**config.mk**
```make
export PLATFORM = sky130hd
export DESIGN_NAME = twolvl_cache
export DESIGN_NICKNAME = d
export VERILOG_FILES = /design/src/rtl/twolvl_cache_pkg.sv /design/src/rtl/tlc_l1_store.sv /design/src/rtl/tlc_l2_age.sv /design/src/rtl/tlc_l2_store.sv /design/src/rtl/twolvl_cache.sv
export SDC_FILE = /design/constraint.sdc
export NUM_CORES = 2
export LEC_CHECK = 0
export BUFFER_PORTS_ARGS = -buffer_cell sky130_fd_sc_hd__buf_4
export CAP_MARGIN = 0
export CORE_ASPECT_RATIO = 1.75
export CORE_MARGIN = 2
export CORE_UTILIZATION = 60
export DETAILED_ROUTE_END_ITERATION = 7
export HOLD_SLACK_MARGIN = 0.15
export PLACE_DENSITY = 0.76
export SLEW_MARGIN = 20
export SYNTH_ARGS = -nofsm -noshare
export SYNTH_HDL_FRONTEND = slang
export SYNTH_HIERARCHICAL = 1
export SYNTH_SLANG_ARGS = --single-unit
export TNS_END_PERCENT = 30
```
**constraint.sdc**
```tcl
create_clock -name clk -period 14.7 [get_ports clk]
set_clock_uncertainty 0.2 [all_clocks]
set_input_delay 2.94 -clock clk [delete_from_list [all_inputs] [get_ports clk]]
set_output_delay 2.94 -clock clk [all_outputs]
set_load 0.05 [all_outputs]
```
**src/rtl/twolvl_cache_pkg.sv**
```systemverilog
`timescale 1ns/1ps
package twolvl_cache_pkg;

  // Sequencer states of the controller
  typedef enum logic [2:0] {
    ST_IDLE,      // accept and probe first level
    ST_VIC_L2,    // push dirty first-level victim into second level
    ST_VIC_MEM,   // victim missed second level: write it to memory
    ST_L2_LOOK,   // probe second level for the request address
    ST_EVICT_MEM, // dirty second-level victim going to memory
    ST_RD_ISSUE,  // raise the memory read after an eviction
    ST_RD_MEM,    // wait for memory read data
    ST_WR_MEM     // write miss passed through to memory
  } seq_state_t;

endpackage

```
**src/rtl/tlc_l1_store.sv**
```systemverilog
`timescale 1ns/1ps
module tlc_l1_store #(
  parameter int ADDR_W = 16,
  parameter int DATA_W = 32,
  parameter int LINES  = 16
) (
  input  logic              clk,
  input  logic              rst,
  input  logic [ADDR_W-1:0] look_addr,
  output logic              hit,
  output logic              vic_dirty,
  output logic [ADDR_W-1:0] vic_addr,
  output logic [DATA_W-1:0] rd_data,
  input  logic              wr_en,
  input  logic [ADDR_W-1:0] wr_addr,
  input  logic [DATA_W-1:0] wr_data,
  input  logic              wr_dirty
);
  localparam int IDX_W = $clog2(LINES);
  localparam int TAG_W = ADDR_W - IDX_W;

  logic [LINES-1:0]  valid_q;
  logic [LINES-1:0]  dirty_q;
  logic [TAG_W-1:0]  tag_q  [LINES];
  logic [DATA_W-1:0] data_q [LINES];

  logic [IDX_W-1:0] look_idx;
  logic [TAG_W-1:0] look_tag;
  logic [IDX_W-1:0] wr_idx;

  assign look_idx = look_addr[IDX_W-1:0];
  assign look_tag = look_addr[ADDR_W-1:IDX_W];
  assign wr_idx   = wr_addr[IDX_W-1:0];

  assign hit       = valid_q[look_idx] && (tag_q[look_idx] == look_tag);
  assign vic_dirty = valid_q[look_idx] && dirty_q[look_idx];
  assign vic_addr  = {tag_q[look_idx], look_idx};
  assign rd_data   = data_q[look_idx];

  // state bits carry reset
  always_ff @(posedge clk) begin
    if (rst) begin
      valid_q <= '0;
      dirty_q <= '0;
    end else if (wr_en) begin
      valid_q[wr_idx] <= 1'b1;
      dirty_q[wr_idx] <= wr_dirty;
    end
  end

  // tag and data arrays: plain write port, no reset
  always_ff @(posedge clk) begin
    if (wr_en) begin
      tag_q[wr_idx]  <= wr_addr[ADDR_W-1:IDX_W];
      data_q[wr_idx] <= wr_data;
    end
  end

endmodule

```
**src/rtl/tlc_l2_age.sv**
```systemverilog
`timescale 1ns/1ps
module tlc_l2_age #(
  parameter int SETS = 16,
  parameter int WAYS = 4
) (
  input  logic                    clk,
  input  logic                    rst,
  input  logic [$clog2(SETS)-1:0] look_set,
  input  logic [WAYS-1:0]         look_valid,
  output logic [$clog2(WAYS)-1:0] vic_way,
  input  logic                    touch_en,
  input  logic [$clog2(SETS)-1:0] touch_set,
  input  logic [$clog2(WAYS)-1:0] touch_way,
  input  logic [WAYS-1:0]         touch_valid
);
  localparam int WAY_W = $clog2(WAYS);
  localparam int AGE_W = WAY_W;
  localparam logic [AGE_W-1:0] AGE_MAX = AGE_W'(WAYS - 1);

  logic [WAYS-1:0][AGE_W-1:0] age_q [SETS];
  logic [AGE_W-1:0]           ref_age;

  // an invalid way counts as the oldest, so a fill ages every valid way
  assign ref_age = touch_valid[touch_way] ? age_q[touch_set][touch_way] : AGE_MAX;

  always_ff @(posedge clk) begin
    if (rst) begin
      for (int s = 0; s < SETS; s++) age_q[s] <= '0;
    end else if (touch_en) begin
      for (int w = 0; w < WAYS; w++) begin
        if (WAY_W'(w) == touch_way)
          age_q[touch_set][w] <= '0;
        else if (touch_valid[w] && (age_q[touch_set][w] < ref_age))
          age_q[touch_set][w] <= age_q[touch_set][w] + 1'b1;
      end
    end
  end

  // lowest invalid way wins; otherwise the oldest valid way
  always_comb begin
    vic_way = '0;
    for (int w = WAYS - 1; w >= 0; w--)
      if (age_q[look_set][w] == AGE_MAX) vic_way = WAY_W'(w);
    for (int w = WAYS - 1; w >= 0; w--)
      if (!look_valid[w]) vic_way = WAY_W'(w);
  end

endmodule

```
**src/rtl/tlc_l2_store.sv**
```systemverilog
`timescale 1ns/1ps
module tlc_l2_store #(
  parameter int ADDR_W = 16,
  parameter int DATA_W = 32,
  parameter int SETS   = 16,
  parameter int WAYS   = 4
) (
  input  logic                    clk,
  input  logic                    rst,
  input  logic [ADDR_W-1:0]       look_addr,
  output logic                    hit,
  output logic [$clog2(WAYS)-1:0] hit_way,
  output logic [DATA_W-1:0]       hit_data,
  output logic [$clog2(WAYS)-1:0] vic_way,
  output logic                    vic_dirty,
  output logic [ADDR_W-1:0]       vic_addr,
  output logic [DATA_W-1:0]       vic_data,
  input  logic                    acc_en,
  input  logic                    acc_wr,
  input  logic [$clog2(WAYS)-1:0] acc_way,
  input  logic [DATA_W-1:0]       acc_data,
  input  logic                    acc_dirty
);
  localparam int SET_W = $clog2(SETS);
  localparam int WAY_W = $clog2(WAYS);
  localparam int TAG_W = ADDR_W - SET_W;
  localparam int ENTRIES = SETS * WAYS;

  logic [WAYS-1:0]   valid_q [SETS];
  logic [WAYS-1:0]   dirty_q [SETS];
  logic [TAG_W-1:0]  tag_q   [ENTRIES];
  logic [DATA_W-1:0] data_q  [ENTRIES];

  logic [SET_W-1:0]  look_set;
  logic [TAG_W-1:0]  look_tag;
  logic [TAG_W-1:0]  way_tag  [WAYS];
  logic [DATA_W-1:0] way_data [WAYS];
  logic [WAYS-1:0]   way_hit;

  assign look_set = look_addr[SET_W-1:0];
  assign look_tag = look_addr[ADDR_W-1:SET_W];

  for (genvar w = 0; w < WAYS; w++) begin : g_way
    assign way_tag[w]  = tag_q[{look_set, WAY_W'(w)}];
    assign way_data[w] = data_q[{look_set, WAY_W'(w)}];
    assign way_hit[w]  = valid_q[look_set][w] && (way_tag[w] == look_tag);
  end

  assign hit = |way_hit;

  always_comb begin
    hit_way = '0;
    for (int w = 0; w < WAYS; w++)
      if (way_hit[w]) hit_way = WAY_W'(w);
  end

  assign hit_data  = way_data[hit_way];
  assign vic_dirty = valid_q[look_set][vic_way] && dirty_q[look_set][vic_way];
  assign vic_addr  = {way_tag[vic_way], look_set};
  assign vic_data  = way_data[vic_way];

  // accesses always target the set of look_addr
  always_ff @(posedge clk) begin
    if (rst) begin
      for (int s = 0; s < SETS; s++) begin
        valid_q[s] <= '0;
        dirty_q[s] <= '0;
      end
    end else if (acc_en && acc_wr) begin
      valid_q[look_set][acc_way] <= 1'b1;
      dirty_q[look_set][acc_way] <= acc_dirty;
    end
  end

  always_ff @(posedge clk) begin
    if (acc_en && acc_wr) begin
      tag_q[{look_set, acc_way}]  <= look_tag;
      data_q[{look_set, acc_way}] <= acc_data;
    end
  end

  tlc_l2_age #(
    .SETS (SETS),
    .WAYS (WAYS)
  ) u_age (
    .clk         (clk),
    .rst         (rst),
    .look_set    (look_set),
    .look_valid  (valid_q[look_set]),
    .vic_way     (vic_way),
    .touch_en    (acc_en),
    .touch_set   (look_set),
    .touch_way   (acc_way),
    .touch_valid (valid_q[look_set])
  );

endmodule

```
**src/rtl/twolvl_cache.sv**
```systemverilog
`timescale 1ns/1ps
module twolvl_cache #(
  parameter int ADDR_W   = 16,
  parameter int DATA_W   = 32,
  parameter int L1_LINES = 16,
  parameter int L2_SETS  = 16,
  parameter int L2_WAYS  = 4
) (
  input  logic              clk,
  input  logic              rst,
  input  logic              req_valid,
  output logic              req_ready,
  input  logic              req_we,
  input  logic [ADDR_W-1:0] req_addr,
  input  logic [DATA_W-1:0] req_wdata,
  output logic              resp_valid,
  output logic [DATA_W-1:0] resp_rdata,
  output logic              mem_req,
  output logic              mem_we,
  output logic [ADDR_W-1:0] mem_addr,
  output logic [DATA_W-1:0] mem_wdata,
  input  logic              mem_ack,
  input  logic [DATA_W-1:0] mem_rdata
);
  import twolvl_cache_pkg::*;

  localparam int WAY_W = $clog2(L2_WAYS);

  seq_state_t        state;
  logic              r_we;
  logic [ADDR_W-1:0] r_addr;
  logic [DATA_W-1:0] r_wdata;
  logic [ADDR_W-1:0] v_addr;
  logic [DATA_W-1:0] v_data;
  logic [WAY_W-1:0]  e_way;

  // first level
  logic              l1_hit, l1_vdirty;
  logic [ADDR_W-1:0] l1_vaddr;
  logic [DATA_W-1:0] l1_rdata;
  logic              l1_wr_en, l1_wr_dirty;
  logic [ADDR_W-1:0] l1_wr_addr;
  logic [DATA_W-1:0] l1_wr_data;

  // second level
  logic [ADDR_W-1:0] l2_look_addr;
  logic              l2_hit, l2_vdirty;
  logic [WAY_W-1:0]  l2_hit_way, l2_vic_way;
  logic [DATA_W-1:0] l2_hit_data, l2_vic_data;
  logic [ADDR_W-1:0] l2_vic_addr;
  logic              l2_acc_en, l2_acc_wr, l2_acc_dirty;
  logic [WAY_W-1:0]  l2_acc_way;
  logic [DATA_W-1:0] l2_acc_data;

  assign req_ready = (state == ST_IDLE);

  tlc_l1_store #(
    .ADDR_W (ADDR_W),
    .DATA_W (DATA_W),
    .LINES  (L1_LINES)
  ) u_l1 (
    .clk       (clk),
    .rst       (rst),
    .look_addr (req_addr),
    .hit       (l1_hit),
    .vic_dirty (l1_vdirty),
    .vic_addr  (l1_vaddr),
    .rd_data   (l1_rdata),
    .wr_en     (l1_wr_en),
    .wr_addr   (l1_wr_addr),
    .wr_data   (l1_wr_data),
    .wr_dirty  (l1_wr_dirty)
  );

  assign l2_look_addr = (state == ST_VIC_L2) ? v_addr : r_addr;

  tlc_l2_store #(
    .ADDR_W (ADDR_W),
    .DATA_W (DATA_W),
    .SETS   (L2_SETS),
    .WAYS   (L2_WAYS)
  ) u_l2 (
    .clk       (clk),
    .rst       (rst),
    .look_addr (l2_look_addr),
    .hit       (l2_hit),
    .hit_way   (l2_hit_way),
    .hit_data  (l2_hit_data),
    .vic_way   (l2_vic_way),
    .vic_dirty (l2_vdirty),
    .vic_addr  (l2_vic_addr),
    .vic_data  (l2_vic_data),
    .acc_en    (l2_acc_en),
    .acc_wr    (l2_acc_wr),
    .acc_way   (l2_acc_way),
    .acc_data  (l2_acc_data),
    .acc_dirty (l2_acc_dirty)
  );

  // first-level write port: write hits and read fills
  always_comb begin
    l1_wr_en    = 1'b0;
    l1_wr_addr  = r_addr;
    l1_wr_data  = mem_rdata;
    l1_wr_dirty = 1'b0;
    unique case (state)
      ST_IDLE: begin
        l1_wr_en    = req_valid && l1_hit && req_we;
        l1_wr_addr  = req_addr;
        l1_wr_data  = req_wdata;
        l1_wr_dirty = 1'b1;
      end
      ST_L2_LOOK: begin
        l1_wr_en   = l2_hit && !r_we;
        l1_wr_data = l2_hit_data;
      end
      ST_RD_MEM: l1_wr_en = mem_ack;
      default: ;
    endcase
  end

  // second-level access port: victim absorb, hits, fills
  always_comb begin
    l2_acc_en    = 1'b0;
    l2_acc_wr    = 1'b0;
    l2_acc_way   = l2_hit_way;
    l2_acc_data  = r_wdata;
    l2_acc_dirty = 1'b1;
    unique case (state)
      ST_VIC_L2: begin
        l2_acc_en   = l2_hit;
        l2_acc_wr   = 1'b1;
        l2_acc_data = v_data;
      end
      ST_L2_LOOK: begin
        l2_acc_en = l2_hit;
        l2_acc_wr = r_we;
      end
      ST_RD_MEM: begin
        l2_acc_en    = mem_ack;
        l2_acc_wr    = 1'b1;
        l2_acc_way   = e_way;
        l2_acc_data  = mem_rdata;
        l2_acc_dirty = 1'b0;
      end
      default: ;
    endcase
  end

  always_ff @(posedge clk) begin
    if (rst) begin
      state      <= ST_IDLE;
      resp_valid <= 1'b0;
      resp_rdata <= '0;
      mem_req    <= 1'b0;
      mem_we     <= 1'b0;
      mem_addr   <= '0;
      mem_wdata  <= '0;
      r_we       <= 1'b0;
      r_addr     <= '0;
      r_wdata    <= '0;
      v_addr     <= '0;
      v_data     <= '0;
      e_way      <= '0;
    end else begin
      resp_valid <= 1'b0;
      unique case (state)
        ST_IDLE: begin
          if (req_valid) begin
            if (l1_hit) begin
              resp_valid <= 1'b1;
              resp_rdata <= req_we ? req_wdata : l1_rdata;
            end else begin
              r_we    <= req_we;
              r_addr  <= req_addr;
              r_wdata <= req_wdata;
              v_addr  <= l1_vaddr;
              v_data  <= l1_rdata;
              state   <= (!req_we && l1_vdirty) ? ST_VIC_L2 : ST_L2_LOOK;
            end
          end
        end
        ST_VIC_L2: begin
          if (l2_hit) begin
            state <= ST_L2_LOOK;
          end else begin
            mem_req   <= 1'b1;
            mem_we    <= 1'b1;
            mem_addr  <= v_addr;
            mem_wdata <= v_data;
            state     <= ST_VIC_MEM;
          end
        end
        ST_VIC_MEM: begin
          if (mem_ack) begin
            mem_req <= 1'b0;
            state   <= ST_L2_LOOK;
          end
        end
        ST_L2_LOOK: begin
          if (l2_hit) begin
            resp_valid <= 1'b1;
            resp_rdata <= r_we ? r_wdata : l2_hit_data;
            state      <= ST_IDLE;
          end else if (r_we) begin
            mem_req   <= 1'b1;
            mem_we    <= 1'b1;
            mem_addr  <= r_addr;
            mem_wdata <= r_wdata;
            state     <= ST_WR_MEM;
          end else begin
            e_way <= l2_vic_way;
            if (l2_vdirty) begin
              mem_req   <= 1'b1;
              mem_we    <= 1'b1;
              mem_addr  <= l2_vic_addr;
              mem_wdata <= l2_vic_data;
              state     <= ST_EVICT_MEM;
            end else begin
              mem_req  <= 1'b1;
              mem_we   <= 1'b0;
              mem_addr <= r_addr;
              state    <= ST_RD_MEM;
            end
          end
        end
        ST_EVICT_MEM: begin
          if (mem_ack) begin
            mem_req <= 1'b0;
            state   <= ST_RD_ISSUE;
          end
        end
        ST_RD_ISSUE: begin
          mem_req  <= 1'b1;
          mem_we   <= 1'b0;
          mem_addr <= r_addr;
          state    <= ST_RD_MEM;
        end
        ST_RD_MEM: begin
          if (mem_ack) begin
            mem_req    <= 1'b0;
            resp_valid <= 1'b1;
            resp_rdata <= mem_rdata;
            state      <= ST_IDLE;
          end
        end
        ST_WR_MEM: begin
          if (mem_ack) begin
            mem_req    <= 1'b0;
            resp_valid <= 1'b1;
            resp_rdata <= r_wdata;
            state      <= ST_IDLE;
          end
        end
        default: state <= ST_IDLE;
      endcase
    end
  end

endmodule

```
==> results.rst <==
.. list-table::
   :header-rows: 1

   * - Metric
     - Value
   * - Setup CP Type
     - flip-flop to flip-flop
   * - Origin of the worst min-delay path
     - u_l2/valid_q[5][0]
   * - Layout Cells excl Fill
     - approximately 12000
   * - Final min period
     - a little under 10 ns
   * - Worst setup path startpoint
     - state[2]
   * - Post-synthesis instance total
     - approximately 8500
   * - Clock transition at the registers of the reported paths
     - 0.07 ns
   * - Standard cell core area
     - 269000 sq um
   * - Number of DRC markers after the initial detailed-route iteration
     - approximately 12000
   * - Initial cell density of the core
     - about three fifths
   * - Routed Wire Length
     - roughly 440000 microns
   * - Final-report max-slew violation count
     - 0
   * - Area added between synthesis and finish
     - 10.2%
   * - CTS Hold Buffers Added
     - 0
   * - Wire length of the first global-routing pass
     - around 630000 microns
   * - Total power of the final layout
     - approximately 27000 uW
   * - Worst-Skew Late Latency
     - about 0.90 ns
   * - Result of the run
     - complete, no violations
   * - Placement-stage cell area
     - approximately 170000 sq um
   * - Width of the die
     - 397 microns
   * - Routed vias/inst
     - around 7.0
   * - Largest fanout on the critical path
     - 43
   * - Worst-Margin Slew
     - between 1 and 1.5 ns
   * - Data required time of the worst path
     - 15.02 ns
   * - Top_reg_cell synth
     - edfxtp_1
   * - Number of antenna violations at the first check in global routing
     - 27
   * - Gpl congestion
     - between 0.9 and 1
   * - Post-synthesis cell type with the largest combined area
     - edfxtp_1
   * - Sinks on Clock Net
     - 3993
   * - Cell count of the worst hold path
     - 2
   * - Number of DRC violations after detailed routing
     - 0
   * - Number of resized instances in the post-cts repair step
     - 0
   * - Std cell rows
     - between 200 and 300
   * - Most common library cells after synthesis
     - 3712 x edfxtp_1, 1163 x mux4_2, 518 x nand2_1
   * - Maximum vdd drop
     - 96.7 uV
   * - Worst R2R Path Depth
     - 18
   * - Worst min-delay path class
     - flip-flop to flip-flop
   * - Warnings from Yosys
     - 6
   * - Post-CTS repair timing setup buffer count
     - 0
   * - Total setup violations reported at the end of the flow
     - 0
   * - R2R setup slack
     - 5.00 ns
   * - Number of fill cells in the layout
     - around 17000
   * - Number of enable-type register cells in the synthesized netlist
     - about 3700
   * - Post-Place Cells
     - approximately 12000
   * - Average cell area after synthesis
     - between 15 and 20 sq um
   * - Synth Net Count
     - roughly 8600
   * - Flip-flop and latch count after synthesis
     - between 3000 and 4000
   * - Vias post-DR
     - about 87000
   * - Vertical die dimension
     - about 700 microns
   * - Post-route clock period utilization
     - between 60% and 70%
   * - Total global routing track utilization
     - ~32%
   * - Half-perimeter wire length after detailed placement
     - roughly 260000 microns
   * - Max-cap violations
     - 0
   * - End point of the most critical hold path
     - u_l2/valid_q[5][0]
   * - Share of cells above drive strength 1
     - ~26%
   * - Critical Path End Type
     - flip-flop
   * - CTS tree
     - yes
   * - Largest net degree at the start of global routing
     - roughly 170
   * - Worst r2r dst
     - u_l2/data_q[13][19]
   * - Library cell used as clock root buffer
     - clkbuf_16
   * - Ranking of synthesized cells by area
     - edfxtp_1 69%, mux4_2 16%, dfxtp_1 3.5%
   * - Sequential area share after synthesis
     - 72.1%
   * - Summed area of non-filler cells in the final layout
     - 179000 sq um
   * - Layout Nets
     - between 8000 and 9000
   * - Vias in the first global route
     - roughly 90000
   * - Die ar.
     - between 200000 and 300000 sq um
   * - Final total negative setup slack
     - 0 ns
   * - Critical path arrival
     - approximately 10 ns
   * - Startpoint type of the worst setup path
     - flip-flop
   * - Number of hold-slack violations in the final timing report
     - 0
   * - Crit Reg-Reg Startpoint
     - state[2]
   * - Area share of the largest cell type after synthesis
     - between 60% and 70%
   * - Num CTS Buffers
     - roughly 340
   * - Number of distinct library cell variants in the gate-level netlist after synthesis
     - between 90 and 100
   * - Initial DRT Pass Iterations
     - 7
   * - Highest attainable clock frequency
     - 103 MHz
   * - Wire length per cell after detailed routing
     - between 30 and 40 microns
   * - Setup repair after global routing missed its margin
     - false
   * - Sum of overflow across all layers after global routing
     - 0
   * - Port bufs
     - roughly 170
   * - Leakage power figure
     - roughly 0.056 uW
   * - Clk buf depth
     - 4
   * - Worst Hold Slack
     - about 0.27 ns
   * - Post-detailed-route count of antenna-violating nets
     - 0
   * - Top-Level Pins
     - approximately 170
   * - Power per cell area
     - 149 nW/um^2
   * - H-Tree Depth
     - 5
   * - Slew HR
     - 19.2%
   * - Cell area after technology mapping
     - 162000 sq um
   * - Proportion of register bits with asynchronous set or reset after synthesis
     - 0%
   * - Most frequently used cell type in the post-synthesis netlist
     - edfxtp_1
==> sequential cells by signal (all words and copies together), names as in the netlist <==
name / flops
e_way: 2
resp_rdata: 32
state: 3
u_l1/tag_q: 192
u_l1/valid_q: 16
r_addr: 16
u_l2/data_q: 2048
mem_addr: 16
mem_req: 1
u_l2/u_age/age_q: 128
resp_valid: 1
r_we: 1
v_data: 32
mem_we: 1
u_l2/dirty_q: 64
u_l1/dirty_q: 16
v_addr: 16
u_l2/tag_q: 768
mem_wdata: 32
u_l2/valid_q: 64
u_l1/data_q: 512
r_wdata: 32
==> cells in the final DEF (no fill, tap or decap), types with 17 or more instances in the layout <==
cell type	synthesis	layout
o22ai_1	63	62
buf_4	36	388
nand2b_1	81	81
clkinv_1	4	50
nand3_1	69	69
xnor2_1	43	43
nor2_1	458	387
nor3_2	12	24
a21oi_1	210	210
inv_1	90	89
a211oi_2	32	31
o21bai_1	19	19
nor3_1	199	187
mux2_2	66	61
bufinv_16	0	32
mux2i_1	287	287
mux4_2	1163	1163
and3_1	76	76
clkinvlp_4	0	17
o21ai_0	114	113
and2_1	20	19
clkbuf_16	0	345
dfxtp_1	281	279
nor2_4	0	69
a211oi_1	41	41
edfxtp_1	3712	3712
a22oi_1	86	86
clkbuf_1	283	67
nand2_1	518	511
a311oi_1	21	21
nor2b_1	23	23
clkinv_2	0	58
==> power by group <==
part           switching (uW)  leakage, uW  internal (uW)
clock network            4090      0.00532           4950
registers                 101       0.0365          13100
logic                    3000       0.0143           1500
==> worst max-delay path, stage by stage (launching register included) <==
cell	delay (ns)
dfxtp_1	0.53
nand2b_4	0.28
nor2_4	0.48
mux2_8	0.60
buf_4	0.85
buf_4	0.75
mux4_2	0.65
mux4_2	0.55
xor2_1	0.17
nor4_1	0.36
nand4_1	0.22
nand3b_1	0.50
nand3b_1	0.16
o21ai_1	0.12
buf_4	0.26
and2_1	0.42
nand3_1	0.80
nor2_4	0.63
buf_4	0.59
==> metrics by stage <==
step,utilization [%],setup slack [ns]
floorplan,-,4.12
global placement,62.4,5.09
detailed placement,62.4,5.18
CTS,66.4,5.07
global route,66.5,4.53
finish,66.5,5.00
==> worst max-delay path by stage <==
stage	end	slack [ns]	depth (start not counted)
after floorplan	u_l2/data_q[0][0]	4.12	28
after global placement	u_l2/data_q[13][10]	5.09	18
after detailed placement	u_l2/data_q[13][15]	5.18	18
after CTS	u_l2/data_q[13][19]	5.07	18
after global routing	u_l2/data_q[13][4]	4.53	19
final	u_l2/data_q[13][19]	5.00	18
==> layout make-up <==
type / count / area (sq um) / share of cell area (%)
timing repair buffer: 397 / 3070 / 1.71
inverter: 95 / 369 / 0.206
clock inverter: 186 / 1920 / 1.07
antenna: 12 / 30.0 / 0.0168
sequential: 3993 / 117000 / 65.4
tap: 3556 / 4450 / 2.49
multi-input combinational: 3823 / 43000 / 24.0
clock buffer: 421 / 9010 / 5.03
==> routing by layer <==
metal	wire (microns)	GRT usage (%)	part of all wire, %
met4	25000	15.3	5.7
met1	145000	40.0	33
met3	46400	6.33	11
met5	122	0	0.028
met2	225000	54.2	51
==> cells by family after synthesis <==
kind of cell               Yosys count  synth area share, %
xor gates and xnor gates            58                0.313
AOI/OAI and AO/OA                  703                 2.88
buffers and inverters              661                 1.89
muxes                             1532                 18.5
DFF                               3993                 72.1
adders and majority gates            1              0.00693
and+or+nand+nor                   1529                 4.27
Power figures use the tool's default switching activity.
